===== src/rtl/mbox_irq_pkg.sv =====
package mbox_irq_pkg;
  localparam int REG_W    = 32;
  localparam int ERR_LSB  = 10;
  localparam int N_ERR    = 4;
  localparam int MBOX_LSB = 16;
  localparam int N_MBOX   = 8;

  localparam logic [REG_W-1:0] ERR_MASK  = ((REG_W'(1) << N_ERR) - REG_W'(1)) << ERR_LSB;
  localparam logic [REG_W-1:0] MBOX_MASK = ((REG_W'(1) << N_MBOX) - REG_W'(1)) << MBOX_LSB;
  localparam logic [REG_W-1:0] LIVE_MASK = ERR_MASK | MBOX_MASK;
endpackage


===== src/rtl/mbox_evt_latch.sv =====
module mbox_evt_latch #(
  parameter int N = 8
) (
  input  logic         clk,
  input  logic         rst,
  input  logic [N-1:0] set_i,
  input  logic [N-1:0] clr_i,
  output logic [N-1:0] stat_o
);
  for (genvar i = 0; i < N; i++) begin : g_bit
    always_ff @(posedge clk) begin
      if (rst)           stat_o[i] <= 1'b0;
      else if (set_i[i]) stat_o[i] <= 1'b1;   // set has priority over clear
      else if (clr_i[i]) stat_o[i] <= 1'b0;
    end

    assert_set_R1: assert property (@(posedge clk) disable iff (rst)
      set_i[i] |=> stat_o[i]);
    assert_set_wins_R3: assert property (@(posedge clk) disable iff (rst)
      (set_i[i] && clr_i[i]) |=> stat_o[i]);
    assert_w1c_R2: assert property (@(posedge clk) disable iff (rst)
      (clr_i[i] && !set_i[i]) |=> !stat_o[i]);
    assert_hold_R2: assert property (@(posedge clk) disable iff (rst)
      (!clr_i[i] && !set_i[i]) |=> $stable(stat_o[i]));
  end
endmodule


===== src/rtl/irq_en_reg.sv =====
module irq_en_reg #(
  parameter int               W    = 32,
  parameter logic [W-1:0]     MASK = '1
) (
  input  logic         clk,
  input  logic         rst,
  input  logic         wr_i,
  input  logic [W-1:0] wdata_i,
  output logic [W-1:0] en_o
);
  always_ff @(posedge clk) begin
    if (rst)       en_o <= '0;
    else if (wr_i) en_o <= wdata_i & MASK;
  end

  assert_en_reset_R10: assert property (@(posedge clk)
    rst |=> (en_o == '0));
  assert_en_rsvd_R6: assert property (@(posedge clk) disable iff (rst)
    wr_i |=> ((en_o & ~MASK) == '0));
  assert_en_hold_R7: assert property (@(posedge clk) disable iff (rst)
    !wr_i |=> $stable(en_o));
endmodule


===== src/rtl/irq_combine.sv =====
module irq_combine #(
  parameter int W = 32
) (
  input  logic         clk,
  input  logic         rst,
  input  logic [W-1:0] stat_i,
  input  logic [W-1:0] en_i,
  output logic         irq_o
);
  always_ff @(posedge clk) begin
    if (rst) irq_o <= 1'b0;
    else     irq_o <= |(stat_i & en_i);
  end

  assert_irq_rise_R8: assert property (@(posedge clk) disable iff (rst)
    (|(stat_i & en_i)) |=> irq_o);
  assert_irq_fall_R9: assert property (@(posedge clk) disable iff (rst)
    !(|(stat_i & en_i)) |=> !irq_o);
endmodule


===== src/rtl/mbox_irq_ctrl.sv =====
module mbox_irq_ctrl
  import mbox_irq_pkg::*;
#(
  parameter int                ADDR_W   = 8,
  parameter logic [ADDR_W-1:0] STAT_OFS = 8'h40,
  parameter logic [ADDR_W-1:0] EN_OFS   = 8'h50
) (
  input  logic              clk,
  input  logic              rst,
  input  logic [ADDR_W-1:0] reg_addr,
  input  logic              reg_wr,
  input  logic [REG_W-1:0]  reg_wdata,
  output logic [REG_W-1:0]  reg_rdata,
  input  logic [N_MBOX-1:0] mbox_wr,
  input  logic [N_ERR-1:0]  cfg_err,
  output logic              irq
);
  logic              stat_hit, en_hit;
  logic [N_MBOX-1:0] evt_clr, evt_stat;
  logic [REG_W-1:0]  stat_view, en_q;

  assign stat_hit = (reg_addr == STAT_OFS);
  assign en_hit   = (reg_addr == EN_OFS);
  assign evt_clr  = (reg_wr && stat_hit) ? reg_wdata[MBOX_LSB +: N_MBOX] : '0;

  mbox_evt_latch #(.N(N_MBOX)) u_evt (
    .clk(clk), .rst(rst), .set_i(mbox_wr), .clr_i(evt_clr), .stat_o(evt_stat)
  );

  irq_en_reg #(.W(REG_W), .MASK(LIVE_MASK)) u_en (
    .clk(clk), .rst(rst), .wr_i(reg_wr && en_hit), .wdata_i(reg_wdata), .en_o(en_q)
  );

  always_comb begin
    stat_view = '0;
    stat_view[ERR_LSB +: N_ERR]   = cfg_err;
    stat_view[MBOX_LSB +: N_MBOX] = evt_stat;
  end

  irq_combine #(.W(REG_W)) u_irq (
    .clk(clk), .rst(rst), .stat_i(stat_view), .en_i(en_q), .irq_o(irq)
  );

  always_comb begin
    if (stat_hit)    reg_rdata = stat_view;
    else if (en_hit) reg_rdata = en_q;
    else             reg_rdata = '0;
  end

  assert_rsvd_zero_R6: assert property (@(posedge clk) disable iff (rst)
    (reg_rdata & ~LIVE_MASK) == '0);
  assert_other_addr_R11: assert property (@(posedge clk) disable iff (rst)
    (!stat_hit && !en_hit) |-> (reg_rdata == '0));
endmodule


===== config.mk =====
export PLATFORM = sky130hd
export DESIGN_NAME = mbox_irq_ctrl
export DESIGN_NICKNAME = d
export VERILOG_FILES = /design/src/rtl/mbox_irq_pkg.sv /design/src/rtl/mbox_evt_latch.sv /design/src/rtl/irq_en_reg.sv /design/src/rtl/irq_combine.sv /design/src/rtl/mbox_irq_ctrl.sv
export SDC_FILE = /design/constraint.sdc
export NUM_CORES = 1
export LEC_CHECK = 0
export ABC_CLOCK_PERIOD_IN_PS = 3200
export CAP_MARGIN = 10
export CORE_ASPECT_RATIO = 1.1
export CORE_MARGIN = 5
export CORE_UTILIZATION = 35
export CTS_CLUSTER_SIZE = 16
export DETAILED_ROUTE_END_ITERATION = 8
export PLACE_DENSITY = 0.8
export SLEW_MARGIN = 20
export SYNTH_ARGS = -nofsm -noshare
export SYNTH_HDL_FRONTEND = slang
export SYNTH_SLANG_ARGS = --single-unit
export TNS_END_PERCENT = 50

===== constraint.sdc =====
create_clock -name clk -period 3.2 [get_ports clk]
set_clock_uncertainty 0.1 [all_clocks]
set_input_delay 0.8 -clock clk [delete_from_list [all_inputs] [get_ports clk]]
set_output_delay 0.8 -clock clk [all_outputs]
set_load 0.02 [all_outputs]

==> results.sh, run 1 <==
export IMPL_worst_pin_slew_ns=0.8143
export IMPL_cp_start_kind="input port"
export IMPL_fp_coreArea_um2=3413
export IMPL_overflow=0
export IMPL_clk_pin_slew_ns=0.12
export IMPL_cts_buffers=3
export IMPL_worstSetupStartpoint="reg_addr[2]"
export IMPL_root_buffer="clkbuf_4"
export IMPL_die_w_um=67.24
export IMPL_num_vias=1313
export IMPL_synth_compound_area_share_pct=30.46
export IMPL_status="complete, no violations"
export IMPL_hold_end="u_en.en_o[12]"
export IMPL_rsz0062_at_grt="true"
export IMPL_synthMuxAreaShare_pct=0
export IMPL_fin_ws_ns=0.008437
export IMPL_hold_start="u_en.en_o[12]"
export IMPL_ios=88
export IMPL_dp_hpwl_um=2622
export IMPL_hold_depth=2
export IMPL_yosys_top_cells_area="dfxtp_1, buf_4, a22o_1, o31ai_1, nand4_1"
export IMPL_ys_warn_count=0
export IMPL_r2r_slack_ns=1.97
export IMPL_grt_pass1_wl_um=5920
export IMPL_crit_fanout=5
export IMPL_min_period_over_period_pct=99.74
export IMPL_worstSetupPathType="input port to output pin"
export IMPL_synth_top_area_share_pct=33.33
export IMPL_whs_ns=0.3919
export IMPL_peakVddDrop_mv=0.09302
export IMPL_std_cell_rows=22
export IMPL_drv_slew=0
export IMPL_multiInputGateArea_um2=716.9
export IMPL_synth_top_family_by_area="compound AO/OA/AOI/OAI gates"
export IMPL_internal_power_uw=371.1
export IMPL_clock_latency_ns=0.31
export IMPL_leakage_uw=0.0007755
export IMPL_ys_seq_area_share_pct=33.33
export IMPL_drt_iter0_markers=100
export IMPL_yosys_area_share_simple_pct=17.86
export IMPL_num_antenna_cells=0
export IMPL_cts_sinks=21
export IMPL_antenna_found_initial=0
export IMPL_drc_errors=0
export IMPL_fin_nets=262
export IMPL_sequentialPowerShare_pct=52.6
export IMPL_syn_inst=142
export IMPL_synth_xor_area_share_pct=0
export IMPL_min_period_ns=3.192
export IMPL_final_cell_mix="clkdlybuf4s50_1, buf_4, dfxtp_1, conb_1, buf_6"
export IMPL_critPathArrivalTime_ns=2.29
export IMPL_max_freq_ghz=0.3133
export IMPL_synthToLayoutAreaGrowth_pct=55.85
export IMPL_viasPerCell=5.169
export IMPL_wl_per_cell_um=15.71
export IMPL_power_density_nw_per_um2=265.5
export IMPL_swShare_pct=28.89
export IMPL_grt_pass1_vias=1251
export IMPL_grt_util_all_layers_pct=16.11
export IMPL_synth_seq_cells=21
export IMPL_die_h_um=72.96
export IMPL_n_fill_cell=329
export IMPL_grt_max_degree=22
export IMPL_tritoncts="done"
export IMPL_hold_viol=0
export IMPL_synth_top_cell_by_area="dfxtp_1"
export IMPL_seq_area_um2=420.4
export IMPL_layout_commonest_cell="clkdlybuf4s50_1"
export IMPL_p_sw_uw=150.8
export IMPL_synthAdderAreaFrac_pct=0
export IMPL_r2r_start="u_evt.stat_o[4]"
export IMPL_syn_cell_area_um2=1261
export IMPL_clock_path_buffers=2
export IMPL_gp_congestion=0.7527
export IMPL_wirelength_um=3991
export IMPL_drive_above_1_share_pct=25.73
export IMPL_share_comb_of_total_power_pct=21.9
export IMPL_critPathCaptureType="output pin"
export IMPL_start_util_pct=36.95
export IMPL_synth_cell_types=22
export IMPL_fin_area_um2=1966
export IMPL_dpl_instance_area_um2=1799
export IMPL_min_path_type="flip-flop to flip-flop"
export IMPL_syn_avg_cell_area_um2=8.882
export IMPL_numPortBuffers=47
export IMPL_h_tree_depth=1
export IMPL_clock_power_share_pct=25.5
export IMPL_design_die_area_um2=4905
export IMPL_place_ws_ns=-0.8153
export IMPL_maxCapViolations=0
export IMPL_ant_nets=0
export IMPL_firstDrtPassIters=4
export IMPL_slew_headroom_pct=45.54
export IMPL_reg2reg_to="u_irq.irq_o"
export IMPL_utilization_pct=57.59
export IMPL_r2r_worst_path_cells=3
export IMPL_finalSetupViolCount=0
export IMPL_required_ns=2.30
-- flip-flops by register name (all words and copies together) (netlist names) --
name and flops:
u_evt.stat_o 8, u_en.en_o 12, u_irq.irq_o 1
-- synth_stat cells --
library cell,instances
nor4_4,1
nor4_1,1
nor4bb_1,1
conb_1,1
or4bb_1,1
a22o_1,15
nand4_1,12
nor2b_1,8
or4_4,1
a311oi_1,8
buf_6,3
buf_2,2
a31oi_1,1
a221oi_1,3
nand2b_1,1
dfxtp_1,21
a21oi_1,12
inv_1,1
nor2_1,9
o31ai_1,12
clkbuf_1,8
buf_4,20
-- worst max-delay path by stage --
| stage | endpoint | slack, ns | depth (start not counted) |
|---|---|---|---|
| after floorplan | reg_rdata[10] | 0.19 | 5 |
| after detailed placement | reg_rdata[12] | -0.82 | 7 |
| final | reg_rdata[12] | 0.008 | 7 |
| after global routing | reg_rdata[16] | -0.04 | 7 |
| after global placement | reg_rdata[12] | -0.78 | 7 |
| after CTS | reg_rdata[12] | -0.04 | 7 |
-- metal layers --
layer	track usage [%]	wire, µm	up-vias
met4	6.306	38	0
li1	-	-	640
met3	3.236	308	4
met1	17.79	1498	613
met2	29.59	2146	56
met5	0	0	-
-- cell families (layout without fill, tap and decap cells) --
logic type / count (synthesis) / in the layout
and+or+nand+nor: 35 / 35
buffers and inverters: 34 / 79
DFF: 21 / 21
other: 1 / 20
AOI/OAI and AO/OA: 51 / 51
-- cell type report --
type                       count  share of cell area (%)
clock inverter                 1                  0.2546
sequential                    21                   21.39
clock buffer                   3                   1.146
timing repair buffer          74                   37.49
multi-input combinational    106                   36.47
inverter                       1                  0.1910
tap                           48                   3.055
-- critical path, stage by stage --
cell and delay (ns):
buf_6 0.09, or4_4 0.55, nor4_4 0.24, buf_4 0.20, buf_12 0.12, a22o_1 0.16, buf_6 0.12
-- what timing repair did --
action,4_1_cts,5_1_grt
gates resized for setup,99,1
gates cloned,2,0
endpoints found under the setup margin,12,12
hold buffers,0,0
setup buffers,7,1
pin swaps,13,7
-- power groups by stage --
stage | combinational [µW] | sequential, µW | clock [µW]
final | 114 | 275 | 133
after floorplan | 67.0 | 279 | 0
after global placement | 111 | 280 | 0
after CTS | 113 | 274 | 137
after global routing | 122 | 276 | 151
after detailed placement | 112 | 280 | 0
-- metrics by stage --
stage               std cells  TNS (ns)  power [µW]
global placement          241    -9.185       391.5
detailed placement        241    -9.561       392.4
floorplan                 161         0       345.9
global route              254   -0.2044       549.2
finish                    254         0       521.9
CTS                       254  -0.08017       524.5
No activity file was read; power rests on OpenSTA's default activity.
==> run 2: changes to the inputs <==
--- a/config.mk
+++ b/config.mk
@@ -9,12 +9,13 @@
 export CAP_MARGIN = 10
 export CORE_ASPECT_RATIO = 1.1
 export CORE_MARGIN = 5
-export CORE_UTILIZATION = 35
+export CORE_UTILIZATION = 40
 export CTS_CLUSTER_SIZE = 16
 export DETAILED_ROUTE_END_ITERATION = 8
 export PLACE_DENSITY = 0.8
 export SLEW_MARGIN = 20
 export SYNTH_ARGS = -nofsm -noshare
 export SYNTH_HDL_FRONTEND = slang
+export SYNTH_HIERARCHICAL = 1
 export SYNTH_SLANG_ARGS = --single-unit
 export TNS_END_PERCENT = 50
==> results.sh, run 2 <==
export IMPL_status="complete, no violations"
export IMPL_yosys_top_cells_area="dfxtp_1, mux2i_1, nor3_1, buf_4, a22oi_1"
export IMPL_ys_seq_area_share_pct=24.19
export IMPL_reg2reg_to="u_irq/irq_o"
export IMPL_cp_start_kind="input port"
export IMPL_synth_cell_types=24
export IMPL_min_period_ns=3.174
export IMPL_h_tree_depth=1
export IMPL_top_regs="u_en/en_o x12, u_evt/stat_o x8, u_irq/irq_o x1"
export IMPL_hold_start="u_evt/stat_o[6]"
export IMPL_die_h_um=79.13
export IMPL_synth_edf_count=0
export IMPL_wl_per_cell_um=14.42
export IMPL_internal_power_uw=437.1
export IMPL_fin_nets=341
export IMPL_min_period_over_period_pct=99.20
export IMPL_syn_avg_cell_area_um2=8.159
export IMPL_drv_slew=0
export IMPL_critPathArrivalTime_ns=2.27
export IMPL_final_cell_mix="conb_1, clkdlybuf4s50_1, inv_1, buf_4, mux2i_1"
export IMPL_dpl_instance_area_um2=2305
export IMPL_ant_nets=0
export IMPL_fin_area_um2=2452
export IMPL_drt_iter0_markers=66
export IMPL_firstDrtPassIters=4
export IMPL_highest_layer="met4"
export IMPL_cts_hold_fix_buffers=0
export IMPL_gp_congestion=0.7468
export IMPL_start_util_pct=40.85
export IMPL_wl_met3_um=313
export IMPL_synth_top_area_share_pct=24.19
export IMPL_std_cell_rows=25
export IMPL_share_comb_of_total_power_pct=25.7
export IMPL_multiInputGateArea_um2=1216
export IMPL_synth_top_cell_by_area="dfxtp_1"
export IMPL_yosys_area_share_simple_pct=29.30
export IMPL_drc_errors=0
export IMPL_overflow=0
export IMPL_clock_power_share_pct=28.2
export IMPL_grt_pass1_vias=1604
export IMPL_synth_top_flop_cell="dfxtp_1"
export IMPL_num_vias=1622
export IMPL_grt_max_degree=21
export IMPL_synth_top_family_by_area="simple AND/OR/NAND/NOR gates"
export IMPL_seq_area_um2=420.4
export IMPL_sequentialPowerShare_pct=46.1
export IMPL_ios=88
export IMPL_maxCapViolations=0
export IMPL_r2r_slack_ns=1.85
export IMPL_num_antenna_cells=0
export IMPL_synth_xor_area_share_pct=0
export IMPL_viasPerCell=4.785
export IMPL_tritoncts="done"
export IMPL_critPathCaptureType="output pin"
export IMPL_slew_headroom_pct=48.28
export IMPL_syn_inst=213
export IMPL_die_w_um=72.85
export IMPL_top_register="u_en/en_o"
export IMPL_cts_sinks=21
export IMPL_syn_cell_area_um2=1738
export IMPL_postSynth_asyncResetShare_pct=0
export IMPL_ys_warn_count=6
export IMPL_n_fill_cell=417
export IMPL_layout_commonest_cell="conb_1"
export IMPL_hold_viol=0
export IMPL_hold_depth=2
export IMPL_whs_ns=0.4083
export IMPL_synth_most_common_cell="nor3_1"
export IMPL_grt_pass1_wl_um=7707
export IMPL_power_density_nw_per_um2=246.8
export IMPL_worst_pin_slew_ns=0.7699
export IMPL_worstSetupPathType="input port to output pin"
export IMPL_clk_pin_slew_ns=0.08
export IMPL_synthAdderAreaFrac_pct=0
export IMPL_min_path_type="flip-flop to flip-flop"
export IMPL_synth_common_cells="nor3_1, inv_1, mux2i_1"
export IMPL_dp_hpwl_um=3451
export IMPL_r2r_start="u_evt/stat_o[2]"
export IMPL_root_buffer="clkbuf_8"
export IMPL_p_sw_uw=168.1
export IMPL_antenna_found_initial=0
export IMPL_required_ns=2.30
export IMPL_route_met2_wl_um=2493
export IMPL_synth_compound_area_share_pct=11.88
export IMPL_cts_buffers=3
export IMPL_drive_above_1_share_pct=25.26
export IMPL_largest_reg_flops=12
export IMPL_wirelength_um=4888
export IMPL_r2r_worst_path_cells=3
export IMPL_wl_met1_um=2058
export IMPL_max_freq_ghz=0.3150
export IMPL_swShare_pct=27.77
export IMPL_hold_end="u_evt/stat_o[6]"
export IMPL_synthToLayoutAreaGrowth_pct=41.11
export IMPL_grt_util_all_layers_pct=16.93
export IMPL_peakVddDrop_mv=0.1687
export IMPL_synth_seq_cells=21
export IMPL_clock_latency_ns=0.25
export IMPL_numPortBuffers=47
export IMPL_leakage_uw=0.0009454
export IMPL_clock_path_buffers=2
export IMPL_crit_fanout=6
export IMPL_fp_coreArea_um2=4254
export IMPL_synthMuxAreaShare_pct=13.82
export IMPL_design_die_area_um2=5764
export IMPL_finalSetupViolCount=0
==> run 2: cell types whose count changed after synthesis, sizes merged, moves of 8 or more <==
cell    previous run  this run
a22o              15         0
nand2              0         8
nand4             12         4
nor3               0        33
a311oi             8         0
o31ai             12         0
a22oi              0        16
mux2i              0        24
nor2b              8         0
buf               25        33
inv                1        30
==> run 2: routing by layer <==
metal / vias to the layer above / GRT usage [%]
met5: - / 0
met4: 0 / 3.137
met3: 2 / 2.785
met2: 58 / 29.60
met1: 744 / 21.75
li1: 818 / -
==> run 2: area by class of cell <==
cell class              instances  share of cell area (%)
well taps                      54                   2.755
clock buffers                   4                   1.837
multi-input cells             167                   49.59
inverters                      30                   4.592
repair buffers                 63                   24.08
flip-flops and latches         21                   17.14
==> run 2: through the flow <==
step | instances | utilization (%) | setup WS [ns] | total power, µW | TNS, ns
after floorplan | 251 | - | 0.1786 | 377.8 | 0
after global placement | 330 | 54.18 | -0.5264 | 423.5 | -5.797
after detailed placement | 330 | 54.18 | -0.5114 | 426.3 | -5.853
after CTS | 336 | 55.35 | -0.02157 | 599.7 | -0.02801
after global routing | 339 | 57.65 | -0.006005 | 636.7 | -0.01017
final | 339 | 57.65 | 0.02558 | 605.2 | 0
==> run 2: what timing repair did <==
item | 4_1_cts | 5_1_grt
setup endpoints to repair | 12 | 12
pin swaps | 3 | 11
endpoints found under the hold margin | 0 | 0
resized for setup | 73 | 18
cloned | 2 | 0
setup buffers | 0 | 3
==> run 2: power groups by stage <==
| stage | sequential [µW] | clock, µW | combinational [µW] |
|---|---|---|---|
| after floorplan | 284 | 0 | 93.4 |
| after global placement | 284 | 0 | 139 |
| after detailed placement | 285 | 0 | 141 |
| after CTS | 279 | 175 | 146 |
| after global routing | 280 | 186 | 170 |
| final | 279 | 171 | 155 |
==> run 2: how the worst max path moves through the flow <==
stage,start,end,cells after the start
3_3_place_gp,reg_addr[1],reg_rdata[18],4
4_1_cts,reg_addr[1],reg_rdata[20],4
6_report,reg_addr[3],reg_rdata[18],4
5_1_grt,reg_addr[6],reg_rdata[19],5
3_5_place_dp,reg_addr[1],reg_rdata[17],4
2_1_floorplan,reg_addr[1],reg_rdata[10],4
==> run 2: cells by family (layout without fill, tap and decap cells) <==
kind of cell	count (synthesis)	count (layout)
AOI/OAI and AO/OA	25	25
DFF	21	21
buffers and inverters	65	97
other	2	40
and+or+nand+nor	76	78
muxes	24	24
==> run 2: worst max-delay path, cell delays in order <==
cell and delay (ns):
clkdlybuf4s50_1 0.47, or4_4 0.62, nor3_4 0.21, buf_4 0.16
